## src/rtl/sram_tc_pkg.sv

```systemverilog
`timescale 1ns/1ps
package sram_tc_pkg;

  typedef enum logic [2:0] {
    ST_IDLE,
    ST_READ,
    ST_WRITE,
    ST_WREC,
    ST_TURN
  } st_e;

  typedef enum logic [2:0] {
    K_CYCLE,
    K_OE_ACC,
    K_WE_PULSE,
    K_ADDR_SU,
    K_DATA_SU,
    K_RELEASE
  } tim_e;

  function automatic int imax(int a, int b);
    return (a > b) ? a : b;
  endfunction

  // nanosecond figure per speed grade
  function automatic int grade_ns(int grade, tim_e k);
    bit slow;
    slow = (grade > 55);
    case (k)
      K_CYCLE:    return slow ? 70 : 55;
      K_OE_ACC:   return slow ? 35 : 25;
      K_WE_PULSE: return slow ? 50 : 40;
      K_ADDR_SU:  return slow ? 60 : 40;
      K_DATA_SU:  return slow ? 30 : 25;
      K_RELEASE:  return slow ? 25 : 20;
      default:    return 70;
    endcase
  endfunction

  function automatic int ceil_cycles(int ns, int clk_ns);
    return (ns + clk_ns - 1) / clk_ns;
  endfunction

  function automatic int n_read(int grade, int clk_ns);
    return imax(ceil_cycles(grade_ns(grade, K_CYCLE), clk_ns),
                ceil_cycles(grade_ns(grade, K_OE_ACC), clk_ns));
  endfunction

  function automatic int n_wpulse(int grade, int clk_ns);
    return imax(ceil_cycles(grade_ns(grade, K_WE_PULSE), clk_ns),
                imax(ceil_cycles(grade_ns(grade, K_ADDR_SU), clk_ns),
                     ceil_cycles(grade_ns(grade, K_DATA_SU), clk_ns)));
  endfunction

  function automatic int n_wrec(int grade, int clk_ns);
    return imax(ceil_cycles(grade_ns(grade, K_CYCLE), clk_ns) - n_wpulse(grade, clk_ns), 0);
  endfunction

  function automatic int n_turn(int grade, int clk_ns);
    return imax(ceil_cycles(grade_ns(grade, K_RELEASE), clk_ns), 1);
  endfunction

endpackage

```

## src/rtl/sram_tc_timer.sv

```systemverilog
`timescale 1ns/1ps
module sram_tc_timer #(
  parameter int CNT_W = 3
) (
  input  logic             clk,
  input  logic             rst_n,
  input  logic             load,
  input  logic [CNT_W-1:0] load_val,
  output logic             expired
);

  logic [CNT_W-1:0] cnt_q;

  always_ff @(posedge clk or negedge rst_n) begin
    if (!rst_n)             cnt_q <= '0;
    else if (load)          cnt_q <= load_val;
    else if (cnt_q != '0)   cnt_q <= cnt_q - 1'b1;
  end

  assign expired = (cnt_q == '0);

endmodule

```

## src/rtl/sram_tc_dbus.sv

```systemverilog
`timescale 1ns/1ps
module sram_tc_dbus #(
  parameter int DATA_W = 8
) (
  input  logic              clk,
  input  logic              rst_n,
  input  logic              drive,
  input  logic [DATA_W-1:0] wdata,
  input  logic              capture,
  input  logic [DATA_W-1:0] dq_i,
  output logic [DATA_W-1:0] dq_o,
  output logic              dq_oe,
  output logic [DATA_W-1:0] rd_data,
  output logic              rd_valid
);

  assign dq_o  = wdata;
  assign dq_oe = drive;

  always_ff @(posedge clk or negedge rst_n) begin
    if (!rst_n) begin
      rd_data  <= '0;
      rd_valid <= 1'b0;
    end else begin
      rd_valid <= capture;
      if (capture) rd_data <= dq_i;
    end
  end

endmodule

```

## src/rtl/sram_timing_ctrl.sv

```systemverilog
`timescale 1ns/1ps
module sram_timing_ctrl
  import sram_tc_pkg::*;
#(
  parameter int GRADE_NS = 55,
  parameter int CLK_NS   = 10,
  parameter int ADDR_W   = 17,
  parameter int DATA_W   = 8
) (
  input  logic              clk,
  input  logic              rst_n,
  input  logic              req_valid,
  input  logic              req_write,
  input  logic [ADDR_W-1:0] req_addr,
  input  logic [DATA_W-1:0] req_wdata,
  output logic              req_ready,
  output logic              rd_valid,
  output logic [DATA_W-1:0] rd_data,
  output logic [ADDR_W-1:0] sram_addr,
  output logic              sram_ce1_n,
  output logic              sram_ce2,
  output logic              sram_oe_n,
  output logic              sram_we_n,
  output logic [DATA_W-1:0] sram_dq_o,
  output logic              sram_dq_oe,
  input  logic [DATA_W-1:0] sram_dq_i
);

  localparam int N_RD   = n_read(GRADE_NS, CLK_NS);
  localparam int N_WE   = n_wpulse(GRADE_NS, CLK_NS);
  localparam int N_WREC = n_wrec(GRADE_NS, CLK_NS);
  localparam int N_TA   = n_turn(GRADE_NS, CLK_NS);
  localparam int N_MAX  = imax(imax(N_RD, N_WE), imax(N_WREC, N_TA));
  localparam int CNT_W  = (N_MAX < 2) ? 1 : $clog2(N_MAX);

  localparam logic [CNT_W-1:0] L_RD   = CNT_W'(N_RD - 1);
  localparam logic [CNT_W-1:0] L_WE   = CNT_W'(N_WE - 1);
  localparam logic [CNT_W-1:0] L_TA   = CNT_W'(N_TA - 1);
  localparam logic [CNT_W-1:0] L_WREC = CNT_W'((N_WREC > 0) ? N_WREC - 1 : 0);

  st_e              st_q, st_d;
  logic             t_load, t_expired;
  logic [CNT_W-1:0] t_val;
  logic [ADDR_W-1:0] addr_q;
  logic [DATA_W-1:0] wdata_q;

  // named events for the checker
  logic accept, cap_en, write_end;
  assign accept    = req_valid && (st_q == ST_IDLE);
  assign cap_en    = (st_q == ST_READ)  && t_expired;
  assign write_end = (st_q == ST_WRITE) && t_expired;

  always_comb begin
    st_d   = st_q;
    t_load = 1'b0;
    t_val  = '0;
    unique case (st_q)
      ST_IDLE: if (accept) begin
        st_d   = req_write ? ST_WRITE : ST_READ;
        t_load = 1'b1;
        t_val  = req_write ? L_WE : L_RD;
      end
      ST_READ: if (t_expired) begin
        st_d   = ST_TURN;
        t_load = 1'b1;
        t_val  = L_TA;
      end
      ST_WRITE: if (t_expired) begin
        if (N_WREC > 0) begin
          st_d   = ST_WREC;
          t_load = 1'b1;
          t_val  = L_WREC;
        end else begin
          st_d = ST_IDLE;
        end
      end
      ST_WREC, ST_TURN: if (t_expired) st_d = ST_IDLE;
      default: st_d = ST_IDLE;
    endcase
  end

  always_ff @(posedge clk or negedge rst_n) begin
    if (!rst_n) begin
      st_q    <= ST_IDLE;
      addr_q  <= '0;
      wdata_q <= '0;
    end else begin
      st_q <= st_d;
      if (accept) begin
        addr_q  <= req_addr;
        wdata_q <= req_wdata;
      end
    end
  end

  sram_tc_timer #(.CNT_W(CNT_W)) u_timer (
    .clk      (clk),
    .rst_n    (rst_n),
    .load     (t_load),
    .load_val (t_val),
    .expired  (t_expired)
  );

  logic strobe_on;
  assign strobe_on  = (st_q == ST_READ) || (st_q == ST_WRITE);
  assign sram_ce1_n = !strobe_on;
  assign sram_ce2   = strobe_on;
  assign sram_oe_n  = (st_q != ST_READ);
  assign sram_we_n  = (st_q != ST_WRITE);
  assign sram_addr  = addr_q;
  assign req_ready  = (st_q == ST_IDLE);

  sram_tc_dbus #(.DATA_W(DATA_W)) u_dbus (
    .clk      (clk),
    .rst_n    (rst_n),
    .drive    (st_q == ST_WRITE),
    .wdata    (wdata_q),
    .capture  (cap_en),
    .dq_i     (sram_dq_i),
    .dq_o     (sram_dq_o),
    .dq_oe    (sram_dq_oe),
    .rd_data  (rd_data),
    .rd_valid (rd_valid)
  );

endmodule

```

## config.mk

```make
export PLATFORM = sky130hd
export DESIGN_NAME = sram_timing_ctrl
export DESIGN_NICKNAME = d
export VERILOG_FILES = /design/src/rtl/sram_tc_pkg.sv /design/src/rtl/sram_tc_timer.sv /design/src/rtl/sram_tc_dbus.sv /design/src/rtl/sram_timing_ctrl.sv
export SDC_FILE = /design/constraint.sdc
export NUM_CORES = 1
export LEC_CHECK = 0
export BUFFER_PORTS_ARGS = -buffer_cell sky130_fd_sc_hd__buf_2
export CAP_MARGIN = 20
export CORE_UTILIZATION = 49
export CTS_CLUSTER_SIZE = 28
export DETAILED_ROUTE_END_ITERATION = 7
export GPL_TIMING_DRIVEN = 0
export PLACE_DENSITY = 0.92
export SYNTH_ARGS = -nofsm -noshare
export SYNTH_HDL_FRONTEND = slang
export SYNTH_SLANG_ARGS = --single-unit
```

## constraint.sdc

```tcl
create_clock -name clk -period 2.3 [get_ports clk]
set_input_delay 0.115 -clock clk [delete_from_list [all_inputs] [get_ports clk]]
set_output_delay 0.115 -clock clk [all_outputs]
set_load 0.005 [all_outputs]
```

After elaboration in Yosys (flattened, before gate mapping). Index checks and enable logic that the tools add are counted.

Add/sub/neg operators: 1. Equality and inequality tests: 10. Multiplexer cells: 15. Reduce and logical (&&, ||, !) cells: 11.

Operators by type and width (count): $mux W3 (8); $pmux W3 S4 (1); $eq A3 B2 Y1 const B (2); $logic_not A3 Y1 (2); $pmux W3 S2 (1); $ne A2 B1 Y1 const B (2); $ne A2 B2 Y1 const B (2); $reduce_and A4 Y1 (1); $reduce_or A2 Y1 (2); $eq A3 B1 Y1 const B (1); $eq A3 B3 Y1 const B (1); $mux W1 (3); $ne A3 B1 Y1 const B (1); $ne A3 B2 Y1 const B (1); $reduce_bool A3 Y1 (1); $sub A3 B1 Y3 const B (1); $logic_and A1 B1 Y1 (2); $mux W2 (1); $pmux W1 S2 (1); $reduce_bool A2 Y1 (1); $logic_not A1 Y1 (1); $logic_or A1 B1 Y1 (1).

Register bits: 40. Bits of input ports: 37. Output and inout port bits: 40. Word-level logic and storage cells: 43.

Depth between registers and ports, before layout. Gate-level depths: netlist (run 1).

Depth in word-level cells: 5. Gate-level depth with buffers: 7.

Cells and area by module. From an unflattened synthesis (run 1), not the netlist that was laid out.

Cell total of the unflattened synthesis: 132. Area total of the unflattened synthesis: 1819.2 µm².

Modules (own cells, without submodules): sram_timing_ctrl (times used 1, cells each 84, area each 1193.6 µm², seq. area each 700.7 µm²); sram_tc_dbus (times used 1, cells each 27, area each 424.2 µm², seq. area each 225.2 µm²); sram_tc_timer (times used 1, cells each 21, area each 201.4 µm², seq. area each 75.1 µm²).

Least setup slack after synthesis (run 1). OpenSTA, ideal clock, no wires.

Kind: flip-flop to flip-flop. Start: register st_q[1]. End: register addr_q[0] (netlist: sram_addr[0]). Data arrival time: 1.350 ns. Data required time: 2.175 ns. Slack: 0.825 ns. Cell stages (with the launch flop): 6. Clock period less this slack: 1.475 ns. Cell sequence: dfrtp_1 > nor3_2 > and2_4 > buf_8 > buf_12 > mux2_4.

Cells in the longest elaborated chain, start to end: 2.

RTL lines: start: declaration (line sram_timing_ctrl.sv:41) `st_e st_q, st_d;`; start signal: assignment (line sram_timing_ctrl.sv:88) `st_q <= st_d;`; $logic_not A3 Y1; named net req_ready (line sram_timing_ctrl.sv:16) `output logic req_ready,`; $logic_and A1 B1 Y1 (line sram_timing_ctrl.sv:49) `assign accept = req_valid && (st_q == ST_IDLE);`; end signal: assignment (line sram_timing_ctrl.sv:90) `addr_q <= req_addr;`; end: declaration (line sram_timing_ctrl.sv:44) `logic [ADDR_W-1:0] addr_q;`.

The timed path passes the listed nets, and every way through them passes these cells. A chain may end at the register's enable or synchronous reset.

Final worst setup path (run 1).
Start: register u_timer.cnt_q[0]. End: register u_dbus.rd_data[4].

Cells in the longest elaborated chain, start to end: 2.

RTL lines: start: declaration (line sram_tc_timer.sv:12) `logic [CNT_W-1:0] cnt_q;`; start signal: assignment (line sram_tc_timer.sv:16) `else if (load) cnt_q <= load_val;`; start signal: assignment (line sram_tc_timer.sv:17) `else if (cnt_q != '0) cnt_q <= cnt_q - 1'b1;`; $logic_not A3 Y1 (line sram_tc_timer.sv:20) `assign expired = (cnt_q == '0);`; $logic_and A1 B1 Y1 (line sram_timing_ctrl.sv:50) `assign cap_en = (st_q == ST_READ) && t_expired;`; end signal: assignment (line sram_tc_dbus.sv:26) `if (capture) rd_data <= dq_i;`; end: declaration (line sram_tc_dbus.sv:13) `output logic [DATA_W-1:0] rd_data,`.

Every way passes these cells.

==> flow_metrics.tcl, run 1 <==
set metrics [dict create \
    status "finished, final reports clean" \
    gr-usage-all-layers_pct 17.92 \
    yosysUniqueCellTypes 33 \
    holdBufCountCts 1 \
    grt_pass1_wl_mm 5.430 \
    worstMarginPinSlew_ns 0.8427 \
    synth_enable_flop_cells 0 \
    worst_ep_arrival_time_ns 1.76 \
    die_w_um 63.68 \
    die_y_um 63.68 \
    rows 22 \
    combPwrFrac_pct 47.6 \
    clock.fmax_ghz 0.6289 \
    final-hold-violation-count 0 \
    rsz0062_at_grt "false" \
    cts_htree_levels 2 \
    grt_max_degree 41 \
    synth_area_mm2 0.001864 \
    crit_type "flop to flop" \
    finalWorstSetupSlack_ns 0.7098 \
    numCtsBuffers 5 \
    max_slew_margin_pct 43.82 \
    synthArstFlopShare_pct 100.0 \
    avgSynthCellArea_um2 14.91 \
    post_drt_wl_per_cell_um 12.84 \
    vias_per_cell 4.853 \
    cp-start-kind "flop" \
    cellLeakagePower_nw 1.259 \
    io_pins 77 \
    power_density_mw_per_mm2 1403 \
    cpPeakStageDelay_ns 0.37 \
    drtAntennaViolNets 0 \
    dieArea_mm2 0.004055 \
    yosys_warnings 0 \
    cts_resized 0 \
    drv_slew 0 \
    cp_slowest_cell "dfrtp_1" \
    endpoint_kind "flop" \
    synth_largest_area_cell "dfrtp_1" \
    dp_slack_ns 0.7165 \
    diodes 0 \
    cts_buffer_depth 2 \
    vias 1252 \
    setup_violations 0 \
    antenna_found_initial 0 \
    power.share.sequential_pct 36.4 \
    p_clk_share_pct 16.0 \
    start_util_pct 50.92 \
    hp-class "input pin to flop" \
    cp.required_ns 2.47 \
    synth-seq-cells 40 \
    swShare_pct 31.25 \
    wl_mm 3.312 \
    irDropWorstVdd_mv 0.7023 \
    gp_congestion 0.8074 \
    yosysMostFrequentCell "dfrtp_1" \
    p_switching_w 0.001064 \
    core_mm2 0.003661 \
    hpwlAfterDp_mm 2.472 \
    drtIter0Drc 38 \
    worstPathCellList "inv_1 -> ha_1 -> nor2b_1 -> buf_2 -> nand2_4 -> mux2_4" \
    fin_skew_ns 0.002695 \
    postCtsSetupRepairBufs 0 \
    fin_crit_sh_pct 69.14 \
    clock_latency_ns 0.28 \
    ctsRootBufferMaster "clkbuf_8" \
    grt_pass1_vias 1185 \
    synthFlopType "dfrtp_1" \
    cts_sinks 40 \
    synthesis.nets 164 \
    cts_tree "done" \
    syn_inst 125 \
    final_nets 248 \
    path_max_fanout 9 \
    maxCapViolCount 0 \
    fillers 261 \
    hold_ws_ns 0.05037 \
    synth_top_cell_area_share_pct 53.69 \
    total_power_w 0.003404 \
    finalSetupTns_ns 0 \
    numPlacedInstances 249 \
    clkSlewWorstSetupHoldPaths_ns 0.07 \
    grt-ovfl-total 0 \
    cellInternalPower_w 0.002340 \
    min_period_ns 1.590 \
    port_buffers 76 \
    fin_cells 258 \
    layout-drive-gt1-share_pct 60.00 \
    first_pass_iters 4 \
    area_growth_pct 30.13 \
    synthTopCellsByCount "dfrtp_1 (40), mux2_4 (27), inv_1 (6), mux2_1 (6), nor2_1 (5)" \
    yosysSeqAreaShare_pct 53.69 \
    synth_area_leaders "dfrtp_1 (54%), mux2_4 (22%), mux2_1 (3.6%), buf_12 (2.1%), a22oi_2 (1.3%)" \
    drc 0 \
]
-- cell families after synthesis --
logic type	share of synthesized area [%]
buf+inv	5.906
compound gates	4.898
fa+ha+maj	1.342
xor+xnor	0.9398
mux	25.37
simple gates	7.853
flops	53.69
-- worst max-delay path: cells and delay by family (launching register included) --
family	cells	cell delay, ns
fa+ha+maj	1	0.19
flops	1	0.37
buf+inv	2	0.32
mux	1	0.33
simple gates	2	0.27
-- routing by layer --
metal	share of wire, %	GRT usage (%)	vias to the layer above
met1	44	22.25	593
li1	-	-	599
met4	0.82	4.261	0
met3	6.1	5.072	4
met2	49	30.59	56
met5	0	0	-
-- sequential cells by signal, summed over array words and instances (netlist names) --
name             flops
wdata_q              8
sram_addr           17
u_timer.cnt_q        3
st_q                 3
u_dbus.rd_valid      1
u_dbus.rd_data       8
-- cells in the final DEF, fill, tap and decap left out, drive strengths merged, types with 2 or more instances in the layout --
cell,count
nand2,4
nor2,5
dfrtp,40
nor3b,2
mux2,33
nor3,2
inv,7
a211oi,3
clkbuf,5
and2,2
buf,83
o21ai,2
a22oi,2
ha,2
a21oi,4
nor2b,2
-- cell type report --
| type | count | area (µm²) | share of cell area (%) |
|---|---|---|---|
| Sequential cell | 40 | 1001 | 41.26 |
| Multi-Input combinational cell | 71 | 753.2 | 31.05 |
| Timing Repair Buffer | 77 | 390.4 | 16.09 |
| Buffer | 7 | 81.33 | 3.352 |
| Clock buffer | 5 | 68.82 | 2.837 |
| Tap cell | 48 | 60.06 | 2.475 |
| Clock inverter | 3 | 42.54 | 1.753 |
| Inverter | 7 | 28.78 | 1.186 |
-- worst paths after layout --
| check | startpoint | to | slack, ns | depth (start not counted) |
|---|---|---|---|---|
| min reg2reg | wdata_q[4] | wdata_q[4] | 0.49 | 1 |
| max reg2reg | u_timer.cnt_q[0] | u_dbus.rd_data[4] | 0.71 | 6 |
| min in group asynchronous | rst_n | wdata_q[2] | 0.48 | 2 |
| max in group asynchronous | rst_n | u_timer.cnt_q[2] | 1.29 | 2 |
| max | u_timer.cnt_q[0] | u_dbus.rd_data[4] | 0.71 | 6 |
| min | req_wdata[4] | wdata_q[4] | 0.05 | 2 |
-- power by group through the flow --
stage	clock network, W	registers, W	logic, W
after CTS	0.000567	0.00124	0.00164
after global routing	0.000605	0.00128	0.00177
after global placement	0	0.00123	0.00159
after detailed placement	0	0.00125	0.00163
after floorplan	0	0.00127	0.00105
final	0.000545	0.00124	0.00162
-- per-stage QoR --
stage | util (%) | cell area (µm²)
after global routing | 66.27 | 2426
after CTS | 66.27 | 2426
after detailed placement | 62.95 | 2305
final | 66.27 | 2426
after global placement | 62.95 | 2305
after floorplan | - | 1864
No activity file was read; power rests on OpenSTA's default activity.
==> run 2: changes to the inputs <==
--- a/config.mk
+++ b/config.mk
@@ -7,11 +7,11 @@
 export LEC_CHECK = 0
 export BUFFER_PORTS_ARGS = -buffer_cell sky130_fd_sc_hd__buf_2
 export CAP_MARGIN = 20
-export CORE_UTILIZATION = 49
+export CORE_UTILIZATION = 47
 export CTS_CLUSTER_SIZE = 28
 export DETAILED_ROUTE_END_ITERATION = 7
 export GPL_TIMING_DRIVEN = 0
-export PLACE_DENSITY = 0.92
+export PLACE_DENSITY = 0.89
 export SYNTH_ARGS = -nofsm -noshare
 export SYNTH_HDL_FRONTEND = slang
 export SYNTH_SLANG_ARGS = --single-unit
==> constraint.sdc (replaced) <==
create_clock -name clk -period 1.5 [get_ports clk]
set_input_delay 0.075 -clock clk [delete_from_list [all_inputs] [get_ports clk]]
set_output_delay 0.075 -clock clk [all_outputs]
set_load 0.005 [all_outputs]
==> flow_metrics.tcl, run 2 (synthesized netlist as in run 1, its figures left out) <==
set metrics [dict create \
    area_growth_pct 41.41 \
    fin_skew_ns 0.004635 \
    drtIter0Drc 31 \
    mostFrequentLayoutCells "buf_2 (77), dfrtp_1 (38), mux2_4 (27)" \
    dieArea_mm2 0.004222 \
    numPlacedInstances 249 \
    cts_buffer_depth 2 \
    grt-ovfl-total 0 \
    cts_htree_levels 2 \
    antenna_found_initial 0 \
    p_switching_w 0.001816 \
    swShare_pct 32.15 \
    r2r_end "sram_addr[8]" \
    power.share.sequential_pct 34.5 \
    clkSlewWorstSetupHoldPaths_ns 0.07 \
    setup_violations 6 \
    diodes 0 \
    drc 0 \
    wl_mm 3.698 \
    rr_startpoint "st_q[1]" \
    r2r_cells 5 \
    die_w_um 64.98 \
    crit_type "flop to flop" \
    ctsRootBufferMaster "clkbuf_8" \
    status "finished, violations left" \
    path_max_fanout 10 \
    io_pins 77 \
    place_area_mm2 0.002305 \
    hpwlAfterDp_mm 2.431 \
    endpoint_kind "flop" \
    clock.fmax_ghz 0.6620 \
    die_y_um 64.98 \
    clock_latency_ns 0.28 \
    gp_congestion 0.8324 \
    worst_ep_arrival_time_ns 1.67 \
    worstMarginPinSlew_ns 0.8300 \
    post_drt_wl_per_cell_um 13.55 \
    fin_crit_sh_pct 100.7 \
    final-hold-violation-count 0 \
    largest_reg_flops 17 \
    final_area_mm2 0.002636 \
    gr-usage-all-layers_pct 17.68 \
    cellInternalPower_w 0.003832 \
    final_nets 263 \
    grt_max_degree 41 \
    hp-start "req_wdata[4]" \
    rsz0062_at_grt "true" \
    max_slew_margin_pct 44.66 \
    cts_sinks 40 \
    dp_slack_ns -0.08547 \
    p_clk_share_pct 12.5 \
    numCtsBuffers 5 \
    first_pass_iters 4 \
    fin_cells 273 \
    whs_endpoint "wdata_q[4]" \
    final_common_cell "buf_2" \
    min_period_ns 1.511 \
    vias 1336 \
    cp-start-kind "flop" \
    combPwrFrac_pct 53.0 \
    hp-class "input pin to flop" \
    drtAntennaViolNets 0 \
    vias_per_cell 4.894 \
    layout-drive-gt1-share_pct 65.78 \
    port_buffers 76 \
    violations "setup timing" \
    maxCapViolCount 0 \
    drv_slew 0 \
    rows 22 \
    start_util_pct 49.80 \
    rrSetupSlack_ns -0.01 \
    core_mm2 0.003744 \
    min_path_cells 2 \
    irDropWorstVdd_mv 1.346 \
    power_density_mw_per_mm2 2142 \
    finalWorstSetupSlack_ns -0.01063 \
    cp.required_ns 1.66 \
    cellLeakagePower_nw 1.338 \
    grt_pass1_vias 1254 \
    grt_pass1_wl_mm 5.589 \
    cts_tree "done" \
]
-- run 2: through the flow --
stage	hold slack (ns)	util, %	TNS (ns)	power (W)
after floorplan	-0.2206	-	0	0.003568
after global placement	0.2256	61.56	-0.8593	0.004324
after detailed placement	0.2253	61.56	-1.420	0.004420
after CTS	0.001734	65.88	0	0.005311
after global routing	0.001198	70.42	-0.7428	0.006068
final	0.01086	70.42	-0.03356	0.005648
-- run 2: power groups by stage --
stage	combinational [W]	clock (W)	sequential, W
2_1_floorplan	0.00161	0	0.00195
3_3_place_gp	0.00243	0	0.00189
3_5_place_dp	0.00250	0	0.00192
4_1_cts	0.00266	0.000736	0.00192
5_1_grt	0.00326	0.000790	0.00202
6_report	0.00299	0.000709	0.00195
-- run 2: cell type report --
cell class,instances,area [µm²]
plain buffers,7,101.3
clock buffers,7,86.33
clock inverters,1,7.507
fillers,276,1107
inverters,7,28.78
multi-input cells,71,809.5
flip-flops and latches,40,1003
well taps,48,60.06
repair buffers,92,539.3
-- run 2: layer usage --
metal | global-route usage [%] | share of wire [%] | vias up
met1 | 21.20 | 42 | 639
met2 | 30.47 | 51 | 58
met5 | 0 | 0 | -
met3 | 4.225 | 5.3 | 7
met4 | 6.667 | 2.0 | 0
li1 | - | - | 632
-- run 2: worst max-delay path: stages (launching register included) --
cell       delay, ns
dfrtp_2         0.44
nor3_4          0.20
and2_4          0.17
buf_12          0.14
clkbuf_16       0.15
mux2_4          0.29
-- run 2: worst max-delay path by stage --
stage                                start                 to  slack, ns  depth (start not counted)
after floorplan                    st_q[1]       sram_addr[0]       0.03                          5
after CTS                          st_q[2]           sram_ce2       0.02                          6
after global placement    u_timer.cnt_q[0]  u_dbus.rd_data[7]      -0.07                          6
after detailed placement  u_timer.cnt_q[0]  u_dbus.rd_data[3]      -0.09                          6
final                              st_q[1]       sram_addr[8]      -0.01                          5
after global routing      u_timer.cnt_q[0]            st_q[1]      -0.05                          8
-- run 2: what timing repair did --
| action | 4_1_cts | 5_1_grt |
|---|---|---|
| endpoints found under the setup margin | 29 | 35 |
| endpoints found under the hold margin | 40 | 0 |
| buffers inserted | 4 | 8 |
| gates cloned | 0 | 3 |
| gates resized for setup | 7 | 15 |
| hold buffers | 1 | 0 |
| pin swaps | 2 | 4 |
